[src/rtl/blkxfer_pkg.sv]
package blkxfer_pkg;

    // instruction field positions (decoded by this block)
    localparam int INSTR_W = 32;
    localparam int CLS_HI  = 31;
    localparam int CLS_LO  = 29;
    localparam logic [2:0] CLS_VAL = 3'b100;
    localparam int BIT_P   = 28;
    localparam int BIT_U   = 27;
    localparam int BIT_W   = 25;
    localparam int BIT_L   = 24;
    localparam int RN_HI   = 23;
    localparam int RN_LO   = 19;
    localparam int MHI_HI  = 18;
    localparam int MHI_LO  = 9;
    localparam int PAD_HI  = 8;
    localparam int PAD_LO  = 7;
    localparam int BIT_H   = 6;
    localparam int MLO_HI  = 5;
    localparam int MLO_LO  = 0;

    localparam int MASK_W  = (MHI_HI - MHI_LO + 1) + (MLO_HI - MLO_LO + 1);
    localparam int RF_AW   = RN_HI - RN_LO + 1;
    localparam int IDX_W   = $clog2(MASK_W);

    typedef enum logic [1:0] {
        ST_IDLE  = 2'd0,
        ST_XFER  = 2'd1,
        ST_WBACK = 2'd2
    } seq_state_e;

endpackage

[src/rtl/blkxfer_lowbit.sv]
module blkxfer_lowbit #(
    parameter  int WIDTH = 16,
    localparam int IW    = $clog2(WIDTH)
) (
    input  logic [WIDTH-1:0] mask_i,
    output logic [IW-1:0]    idx_o,
    output logic             any_o
);

    logic [WIDTH:0]   seen;
    logic [WIDTH-1:0] first;

    assign seen[0] = 1'b0;

    generate
        for (genvar gi = 0; gi < WIDTH; gi++) begin : g_bit
            assign first[gi]    = mask_i[gi] & ~seen[gi];
            assign seen[gi + 1] = seen[gi] | mask_i[gi];
        end
    endgenerate

    always_comb begin
        idx_o = '0;
        for (int i = 0; i < WIDTH; i++) begin
            if (first[i]) begin
                idx_o = IW'(i);
            end
        end
    end

    assign any_o = seen[WIDTH];

endmodule

[src/rtl/blkxfer_addr.sv]
module blkxfer_addr #(
    parameter  int ADDR_W = 32,
    parameter  int MASK_W = 16,
    localparam int CNT_W  = $clog2(MASK_W + 1)
) (
    input  logic [MASK_W-1:0] mask_i,
    input  logic [ADDR_W-1:0] base_i,
    input  logic              up_i,
    input  logic              pre_i,
    output logic [ADDR_W-1:0] start_o,
    output logic [ADDR_W-1:0] final_o
);

    localparam logic [ADDR_W-1:0] WORD = ADDR_W'(4);

    logic [CNT_W-1:0]  cnt;
    logic [ADDR_W-1:0] span;

    always_comb begin
        cnt = '0;
        for (int i = 0; i < MASK_W; i++) begin
            cnt = cnt + CNT_W'(mask_i[i]);
        end
        span = ADDR_W'(cnt) << 2;
        if (up_i) begin
            start_o = pre_i ? (base_i + WORD) : base_i;
            final_o = base_i + span;
        end else begin
            start_o = pre_i ? (base_i - span) : (base_i - span + WORD);
            final_o = base_i - span;
        end
    end

endmodule

[src/rtl/blkxfer_seq.sv]
module blkxfer_seq
    import blkxfer_pkg::*;
#(
    parameter int ADDR_W = 32,
    parameter int DATA_W = 32
) (
    input  logic              clk_i,
    input  logic              rst_ni,
    input  logic              start_i,
    input  logic [INSTR_W-1:0] instr_i,
    input  logic [ADDR_W-1:0] base_i,
    output logic              busy_o,
    output logic              done_o,
    output logic              illegal_o,
    output logic              mem_req_o,
    output logic              mem_we_o,
    output logic [ADDR_W-1:0] mem_addr_o,
    output logic [DATA_W-1:0] mem_wdata_o,
    input  logic [DATA_W-1:0] mem_rdata_i,
    input  logic              mem_ready_i,
    output logic [RF_AW-1:0]  rf_raddr_o,
    input  logic [DATA_W-1:0] rf_rdata_i,
    output logic              rf_we_o,
    output logic [RF_AW-1:0]  rf_waddr_o,
    output logic [DATA_W-1:0] rf_wdata_o
);

    typedef struct packed {
        seq_state_e        state;
        logic [MASK_W-1:0] mask;
        logic              bank;
        logic [RF_AW-1:0]  rn;
        logic              load;
        logic              wb_en;
        logic              wb_skip;
        logic [ADDR_W-1:0] addr;
        logic [ADDR_W-1:0] wb_val;
        logic              done;
        logic              illegal;
    } seq_t;

    seq_t s_d, s_q;

    // ---------------- decode of the incoming word ----------------
    logic              cls_ok, pad_ok, legal;
    logic [MASK_W-1:0] mask_in;
    logic [RF_AW-1:0]  rn_in;
    logic              bank_in, base_hit;
    logic [ADDR_W-1:0] start_addr, final_base;

    assign cls_ok   = (instr_i[CLS_HI:CLS_LO] == CLS_VAL);
    assign pad_ok   = (instr_i[PAD_HI:PAD_LO] == '0);
    assign legal    = cls_ok & pad_ok;
    assign mask_in  = {instr_i[MHI_HI:MHI_LO], instr_i[MLO_HI:MLO_LO]};
    assign rn_in    = instr_i[RN_HI:RN_LO];
    assign bank_in  = instr_i[BIT_H];
    assign base_hit = (rn_in[RF_AW-1] == bank_in) && mask_in[rn_in[IDX_W-1:0]];

    blkxfer_addr #(
        .ADDR_W (ADDR_W),
        .MASK_W (MASK_W)
    ) addr_i (
        .mask_i  (mask_in),
        .base_i  (base_i),
        .up_i    (instr_i[BIT_U]),
        .pre_i   (instr_i[BIT_P]),
        .start_o (start_addr),
        .final_o (final_base)
    );

    // ---------------- current register of the walk ----------------
    logic [IDX_W-1:0]  cur_idx;
    logic              cur_any;
    logic [RF_AW-1:0]  cur_reg;
    logic [MASK_W-1:0] rem_mask;

    blkxfer_lowbit #(
        .WIDTH (MASK_W)
    ) pick_i (
        .mask_i (s_q.mask),
        .idx_o  (cur_idx),
        .any_o  (cur_any)
    );

    assign cur_reg  = {s_q.bank, cur_idx};
    assign rem_mask = s_q.mask & ~(MASK_W'(1) << cur_idx);

    // ---------------- next-state logic ----------------
    always_comb begin
        s_d         = s_q;
        s_d.done    = 1'b0;
        s_d.illegal = 1'b0;

        mem_req_o   = 1'b0;
        mem_we_o    = 1'b0;
        mem_addr_o  = s_q.addr;
        mem_wdata_o = rf_rdata_i;
        rf_raddr_o  = cur_reg;
        rf_we_o     = 1'b0;
        rf_waddr_o  = cur_reg;
        rf_wdata_o  = mem_rdata_i;

        unique case (s_q.state)
            ST_IDLE: begin
                if (start_i) begin
                    if (!legal) begin
                        s_d.done    = 1'b1;
                        s_d.illegal = 1'b1;
                    end else begin
                        s_d.mask    = mask_in;
                        s_d.bank    = bank_in;
                        s_d.rn      = rn_in;
                        s_d.load    = instr_i[BIT_L];
                        s_d.wb_en   = instr_i[BIT_W];
                        s_d.wb_skip = instr_i[BIT_L] & base_hit;
                        s_d.addr    = start_addr;
                        s_d.wb_val  = final_base;
                        if (mask_in != '0) begin
                            s_d.state = ST_XFER;
                        end else if (instr_i[BIT_W]) begin
                            s_d.state = ST_WBACK;
                        end else begin
                            s_d.done  = 1'b1;
                        end
                    end
                end
            end
            ST_XFER: begin
                mem_req_o = cur_any;
                mem_we_o  = ~s_q.load;
                if (s_q.load) begin
                    rf_we_o = mem_ready_i;
                end
                if (mem_ready_i) begin
                    s_d.mask = rem_mask;
                    s_d.addr = s_q.addr + ADDR_W'(4);
                    if (rem_mask == '0) begin
                        if (s_q.wb_en) begin
                            s_d.state = ST_WBACK;
                        end else begin
                            s_d.state = ST_IDLE;
                            s_d.done  = 1'b1;
                        end
                    end
                end
            end
            ST_WBACK: begin
                rf_we_o    = ~s_q.wb_skip;
                rf_waddr_o = s_q.rn;
                rf_wdata_o = DATA_W'(s_q.wb_val);
                s_d.state  = ST_IDLE;
                s_d.done   = 1'b1;
            end
            default: begin
                s_d.state = ST_IDLE;
            end
        endcase
    end

    always_ff @(posedge clk_i or negedge rst_ni) begin
        if (!rst_ni) begin
            s_q <= '0;
        end else begin
            s_q <= s_d;
        end
    end

    assign busy_o    = (s_q.state != ST_IDLE);
    assign done_o    = s_q.done;
    assign illegal_o = s_q.illegal;

    // ---------------- assertions ----------------
    AST_BEAT_HOLD: assert property (@(posedge clk_i) disable iff (!rst_ni)
        mem_req_o && !mem_ready_i |=> mem_req_o && $stable(mem_addr_o) && $stable(mem_we_o));

    AST_ADDR_STEP: assert property (@(posedge clk_i) disable iff (!rst_ni)
        mem_req_o && mem_ready_i |=> !mem_req_o || (mem_addr_o == $past(mem_addr_o) + ADDR_W'(4)));

    AST_REG_ASCEND: assert property (@(posedge clk_i) disable iff (!rst_ni)
        mem_req_o && mem_ready_i |=> !mem_req_o || (rf_raddr_o > $past(rf_raddr_o)));

    AST_STORE_NO_RFW: assert property (@(posedge clk_i) disable iff (!rst_ni)
        mem_req_o && mem_we_o |-> !rf_we_o);

    AST_LOAD_ON_READY: assert property (@(posedge clk_i) disable iff (!rst_ni)
        mem_req_o && rf_we_o |-> mem_ready_i && !mem_we_o);

    AST_DONE_PULSE: assert property (@(posedge clk_i) disable iff (!rst_ni)
        done_o |=> !done_o);

    AST_ILLEGAL_QUIET: assert property (@(posedge clk_i) disable iff (!rst_ni)
        illegal_o |-> done_o && !busy_o && $past(!busy_o));

    AST_REQ_IN_BUSY: assert property (@(posedge clk_i) disable iff (!rst_ni)
        (mem_req_o || rf_we_o) |-> busy_o);

endmodule

[config.mk]
export PLATFORM = sky130hd
export DESIGN_NAME = blkxfer_seq
export DESIGN_NICKNAME = d
export VERILOG_FILES = /design/src/rtl/blkxfer_pkg.sv /design/src/rtl/blkxfer_lowbit.sv /design/src/rtl/blkxfer_addr.sv /design/src/rtl/blkxfer_seq.sv
export SDC_FILE = /design/constraint.sdc
export NUM_CORES = 1
export LEC_CHECK = 0
export CORE_MARGIN = 4
export CORE_UTILIZATION = 46
export DETAILED_ROUTE_END_ITERATION = 10
export PLACE_DENSITY = 0.84
export SLEW_MARGIN = 5
export SYNTH_ARGS = -nofsm -noshare
export SYNTH_HDL_FRONTEND = slang
export SYNTH_SLANG_ARGS = --single-unit
export TNS_END_PERCENT = 10
[constraint.sdc]
create_clock -name clk_i -period 2.68 [get_ports clk_i]
set_input_delay 0.268 -clock clk_i [delete_from_list [all_inputs] [get_ports clk_i]]
set_output_delay 0.268 -clock clk_i [all_outputs]
set_load 0.005 [all_outputs]
==> impl_metrics.yaml, run 1 <==
timing:
  setup_viol: 61
  setup_ws_ns: -3.51
  hold-worst-slack_ns: 0.278
  worstMarginPinSlew_ns: 0.596
  relSlewSlack_pct: 60.2
  rsz0062_at_grt: "yes"
  fin_crit_sh_pct: 231
  drv_slew: 0
  fin_crit_ns: 6.19
  max_freq_ghz: 0.162
  timing.setup.tns_ns: -160.97
  hold_viol_final: 0
  fin_skew_ns: 0.00979
worst_hold_path:
  hold_path_class: "input pin to flop"
synthesis:
  yosys_warnings: 0
  synth-edff-count: 0
  syn-mean-instance-area_um2: 7.76
  synth_cells: 1195
  synth_area_leaders: "dfrtp_1 25%, nand2_1 6.1%, xnor2_1 5.7%"
  synth.distinct_cells: 73
  synthesis.area_mm2: 0.00927
  synth-seq-cells: 93
  synth_fp_nets: 1364
  synthMostInstantiatedCell: "nand2_1"
  yosys.area.top_type: "dfrtp_1"
  yosysTopAreaCellShare_pct: 25.1
  synth_flop_cell: "dfrtp_1"
  synth_commonest_cells: "150 x nand2_1, 102 x o21ai_0, 93 x dfrtp_1"
  yosysSeqAreaShare_pct: 25.1
  ys_async_sr_fraction_pct: 100
power_and_ir_drop:
  p_switching_w: 0.00455
  p_int_w: 0.00646
  pwr-share-seq_pct: 22.9
  p_leak_nw: 5.59
  switching_share_pct: 41.4
  vdd_drop_max_mv: 0.525
  powerDensity_mw_per_mm2: 824
  power.share.clock_pct: 12.8
  comb_power_share_pct: 64.4
worst_setup_path:
  crit_type: "input pin to flop"
  crit_path_end_kind: "flop"
  cp.required_ns: 2.92
  cpPeakStageDelay_ns: 0.51
  worstPathArrival_ns: 6.42
  crit_top_cell: "fa_1"
  critPathBufInv: 5
  crit_path_start_kind: "input pin"
  crit_slowest_cell: "fa_1"
  critPathMaxFanout: 2
  crit_family: "adder cells"
  crit_chain: "buf_8, inv_12, ha_4, inv_2, fa_1, fa_1, fa_1, fa_1, fa_2, fa_2, nor2b_2, o21a_1, inv_1, ha_2, or3_4, or3_4, or4_4, a21o_1, buf_6, a2111oi_4, or4b_4, a21oi_2, o21ai_1"
finish:
  instances_no_fill: 1749
  fin_nets: 1648
  final_util_pct: 68.0
  drive_gt1_share_pct: 28.4
  fillers: 1602
  area_growth_pct: 44.1
  diodes: 0
outcome:
  outcome: "complete, but fails checks"
  failed_checks: "setup timing"
die:
  ios: 244
  core_mm2: 0.0197
  die_w_um: 150
  start_util_pct: 47.2
  rows: 51
  die_h_um: 150
  die_area_mm2: 0.0225
grt:
  grt_pass1_vias: 9613
  track_usage_pct: 28.0
  grt_first_pass_wirelength_mm: 50.5
  grt_overflow: 0
  antenna_found_initial: 0
  grt_max_degree: 94
route:
  vias: 10200
  drc: 0
  ant_nets: 0
  wirelength_mm: 33.0
  wl_per_cell_um: 18.9
  drtIter0Drc: 1005
  drtPass1Iterations: 7
  via_per_inst: 5.83
clock_tree:
  cts_buffers: 9
  cts_buffer_depth: 2
  cts.clk_slew.worst_paths_ns: 0.07
  cts_root_buffer: "clkbuf_16"
  clock-sinks: 93
  cts_tree: "yes"
  cts_max_level: 3
  clk_latency_ns: 0.36
place:
  port_buffers: 178
  post-dp-hpwl_mm: 25.1
  placedCellCount: 1728
  gp_congestion: 1.01
run:
  maxCapViolCount: 0
-- layout make-up --
class / count / area [um2] / share of cell area (%)
Clock buffer: 9 / 225 / 1.69
Clock inverter: 7 / 92.6 / 0.693
Tap cell: 265 / 332 / 2.48
Multi-Input combinational cell: 908 / 6560 / 49.1
Sequential cell: 93 / 2330 / 17.4
Timing Repair Buffer: 411 / 3590 / 26.9
Inverter: 56 / 230 / 1.72
-- metrics by stage --
stage	total power, W	area [um2]	setup WS, ns
floorplan	0.00597	9360	-3.81
global placement	0.00861	12400	-4.44
detailed placement	0.00879	12400	-4.56
CTS	0.0107	13100	-3.54
global route	0.0117	13400	-3.69
finish	0.0110	13400	-3.51
-- cell families after synthesis --
group           synth area share [%]
fa+ha+maj                       6.18
flops                           25.1
xor+xnor                        8.69
mux                             7.29
compound gates                  20.1
buf+inv                         10.6
simple gates                    22.0
-- state kept, by name (all words and copies together), names as in the netlist --
register / flops
mem_addr_o: 32
illegal_o: 1
done_o: 1
s_q: 58
rf_raddr_o: 1
-- tightest hold or removal path: stages --
cell     delay [ns]
buf_8          0.11
inv_12         0.04
buf_4          0.10
o22ai_1        0.08
-- power groups by stage --
stage | combinational, W | sequential [W] | clock (W)
6_report | 0.00709 | 0.00252 | 0.00140
5_1_grt | 0.00766 | 0.00259 | 0.00147
4_1_cts | 0.00677 | 0.00248 | 0.00141
3_5_place_dp | 0.00629 | 0.00250 | 0
3_3_place_gp | 0.00614 | 0.00246 | 0
2_1_floorplan | 0.00364 | 0.00233 | 0
-- metal layers --
metal / vias up / global-route usage, % / wire length (um)
met5: - / 0 / 0
met4: 0 / 8.19 / 721
met3: 69 / 5.45 / 2850
met2: 501 / 45.1 / 15400
met1: 4870 / 38.4 / 14000
li1: 4753 / - / -
-- worst paths after layout --
kind / start / end / slack (ns) / cells past startpoint
setup / recovery: instr_i[1] / mem_addr_o[30] / -3.51 / 23
hold / removal: instr_i[1] / s_q[76] / 0.28 / 4
setup reg to reg: s_q[75] / s_q[92] / 0.08 / 9
hold reg to reg: s_q[12] / s_q[12] / 0.48 / 2
max in group asynchronous: rst_ni / illegal_o / 1.76 / 3
min in group asynchronous: rst_ni / s_q[24] / 0.47 / 3
-- timing repair --
item                                    in CTS  in global routing
hold endpoints to repair                    57                  0
buffers inserted                             2                  3
hold buffers                                 1                  0
endpoints found under the setup margin      64                 68
pin swaps                                   33                 29
resized for setup                          112                 51
-- cells in the final DEF (no fill, tap or decap), types with 10 or more instances in the layout --
cell type        netlist  routed
a21o_1                11      11
a21oi_1               56      44
a21oi_2                0      10
a22oi_1               10      10
and3_1                19      16
buf_4                 65     221
buf_6                  1      10
clkdlybuf4s50_1        0     167
dfrtp_1               93      93
ha_1                  25      16
inv_1                 53      41
inv_2                  2      11
mux2_2                42      42
nand2_1              150     147
nand3_1               38      38
nand4_1               21      21
nor2_1                82      75
nor3_1                37      26
o21ai_0              102      78
o21ai_1               14      36
o22ai_1               16      11
o31ai_1               10      10
or3_1                 16      11
xnor2_1               60      52
xor2_1                32      29
No activity file was read; power rests on OpenSTA's default activity.
==> run 2: changes to the inputs <==
ABC_AREA = 1   (was unset)
CORE_UTILIZATION = 52   (was 46)
PLACE_DENSITY = 0.8   (was 0.84)
clock period = 6 ns   (was 2.68 ns; I/O delays follow)
==> run 2 against run 1 <==
  * Largest power group unchanged
  * Synthesized cell count grew 45%
  * Combinational power shrank 57%
  * The run now ends clean
  * Clock power shrank 58%
==> impl_metrics.yaml, run 2 <==
outcome:
  outcome: "completed"
power_and_ir_drop:
  powerDensity_mw_per_mm2: 333
  total_power_w: 0.00473
  p_leak_nw: 6.51
  vdd_drop_max_mv: 0.259
grt:
  grt_pass1_vias: 12000
  grt_overflow: 0
  track_usage_pct: 36.5
  antenna_found_initial: 1
  grt_first_pass_wirelength_mm: 64.8
  grt_max_degree: 82
timing:
  drv_slew: 0
  hold_viol_final: 0
  setup_viol: 0
  fin_crit_sh_pct: 99.1
  hold-worst-slack_ns: 0.0746
  fin_crit_ns: 5.95
  worstMarginPinSlew_ns: 1.12
  setup_ws_ns: 0.0517
  timing.setup.tns_ns: 0
  relSlewSlack_pct: 25.5
  fin_skew_ns: 0.0139
  rsz0062_at_grt: "yes"
  max_freq_ghz: 0.168
synthesis:
  synth_area_leaders: "dfrtp_1 22%, nand2_1 13%, inv_1 8.3%"
  synthAdderAreaFrac_pct: 5.18
  synth_commonest_cells: "376 x nand2_1, 235 x inv_1, 198 x nor2_1"
  synth_cells: 1737
  synthesis.area_mm2: 0.0107
  synth-seq-cells: 93
  synth_top_family_by_area: "simple AND/OR/NAND/NOR gates"
  yosysSeqAreaShare_pct: 21.8
  synth_flop_cell: "dfrtp_1"
  yosys_warnings: 0
  synthMostInstantiatedCell: "nand2_1"
  synth_fp_nets: 1906
  ys_async_sr_fraction_pct: 100
  syn-mean-instance-area_um2: 6.14
  synth.distinct_cells: 56
  yosysTopAreaCellShare_pct: 21.8
  muxShareOfSynthArea_pct: 0
  yosys.area_share.simple_pct: 36.4
  synth-edff-count: 0
  synth_compound_area_share_pct: 18.8
  synth_xor_area_share_pct: 1.72
  yosys.area.top_type: "dfrtp_1"
clock_tree:
  cts_root_buffer: "clkbuf_16"
  cts_max_level: 3
  cts.clk_slew.worst_paths_ns: 0.08
  clock-sinks: 93
  cts_buffers: 9
  cts_hold_buf: 0
  clk_latency_ns: 0.36
  cts_tree: "yes"
  cts_buffer_depth: 2
die:
  die_w_um: 151
  core_mm2: 0.0202
  die_area_mm2: 0.0229
  die_h_um: 151
  rows: 52
  start_util_pct: 52.7
  ios: 244
route:
  via_per_inst: 5.75
  drc: 0
  wl_per_cell_um: 18.7
  drtPass1Iterations: 6
  drtIter0Drc: 1141
  vias: 13000
  wirelength_mm: 42.4
  ant_nets: 0
worst_setup_path:
  critPathMaxFanout: 5
  cp.required_ns: 6.24
  crit_family: "adder cells"
  crit_top_cell: "nand2_4"
  crit_path_start_kind: "input pin"
  cpPeakStageDelay_ns: 0.53
  crit_path_end_kind: "flop"
  crit_slowest_cell: "fa_1"
  worstPathArrival_ns: 6.19
  critPathBufInv: 7
  crit_type: "input pin to flop"
finish:
  area_growth_pct: 33.2
  final_common_cell: "nand2_1"
  fillers: 1792
  largest_reg_flops: 58
  final_cell_mix: "359 x nand2_1, 217 x inv_1, 189 x buf_4"
  instances_no_fill: 2269
  fin_nets: 2162
  regMostFlops: "s_q"
  drive_gt1_share_pct: 20.3
worst_hold_path:
  hold_path_class: "input pin to async pin"
place:
  gp_congestion: 1.01
  place_ws_ns: -1.19
  port_buffers: 178
  post-dp-hpwl_mm: 32.5
  placedCellCount: 2229
run:
  maxCapViolCount: 0
==> run 2: worst reg2reg max path, delay by kind of cell, from the launching register on <==
family	cells	cell delay, ns
and+or+nand+nor	1	0.69
AOI/OAI and AO/OA	2	0.62
DFF	1	0.39
adders and majority gates	1	0.19
buffers and inverters	4	1.33
==> run 2: per-stage QoR <==
stage	util, %	area [um2]
final	70.2	14200
after global routing	70.2	14200
after CTS	69.0	14000
after detailed placement	65.9	13300
after global placement	65.9	13300
after floorplan	-	10700
==> run 2: logic make-up after synthesis <==
kind of cell             Yosys count
AO/OA/AOI/OAI                    350
XOR/XNOR                          21
adder cells (fa/ha/maj)           37
buffers and inverters            380
flip-flops                        93
AND/OR/NAND/NOR                  856
==> run 2: layout make-up <==
cell class	instances	area [um2]	share of cell area [%]
Tap cell	270	338	2.38
Clock inverter	7	80.1	0.564
Sequential cell	93	2330	16.4
Antenna cell	1	2.50	0.0176
Timing Repair Buffer	374	3280	23.1
Inverter	251	948	6.68
Multi-Input combinational cell	1264	7000	49.3
Clock buffer	9	225	1.59
==> run 2: report_power, final <==
group          leakage [nW]  switching (W)  total [W]  internal [W]
Clock                 0.145       0.000287   0.000583      0.000296
Sequential             1.10       0.000227    0.00107      0.000844
Combinational          5.26        0.00164    0.00307       0.00143
Total                  6.51        0.00215    0.00473       0.00257
==> run 2: layer usage <==
layer | wire [um] | track usage, % | share of wire, %
met1 | 16900 | 47.8 | 40
met2 | 19300 | 58.8 | 45
met3 | 4150 | 6.88 | 9.8
met4 | 2040 | 15.8 | 4.8
met5 | 0 | 0 | 0
==> run 2: what timing repair did <==
action / 4_1_cts / 5_1_grt
pin swaps: 29 / 35
buffers inserted: 13 / 10
gates resized for setup: 90 / 55
setup endpoints to repair: 54 / 40
==> run 2: path summary, 6_finish.rpt <==
kind | start | end | slack (ns) | depth (start not counted)
setup / recovery | instr_i[1] | mem_addr_o[23] | 0.05 | 33
hold reg to reg | s_q[27] | s_q[27] | 0.48 | 2
min in group clk_i | s_q[27] | s_q[27] | 0.48 | 2
max in group asynchronous | rst_ni | s_q[67] | 4.57 | 2
hold / removal | rst_ni | s_q[29] | 0.07 | 1
setup reg to reg | s_q[92] | mem_addr_o[11] | 2.67 | 8
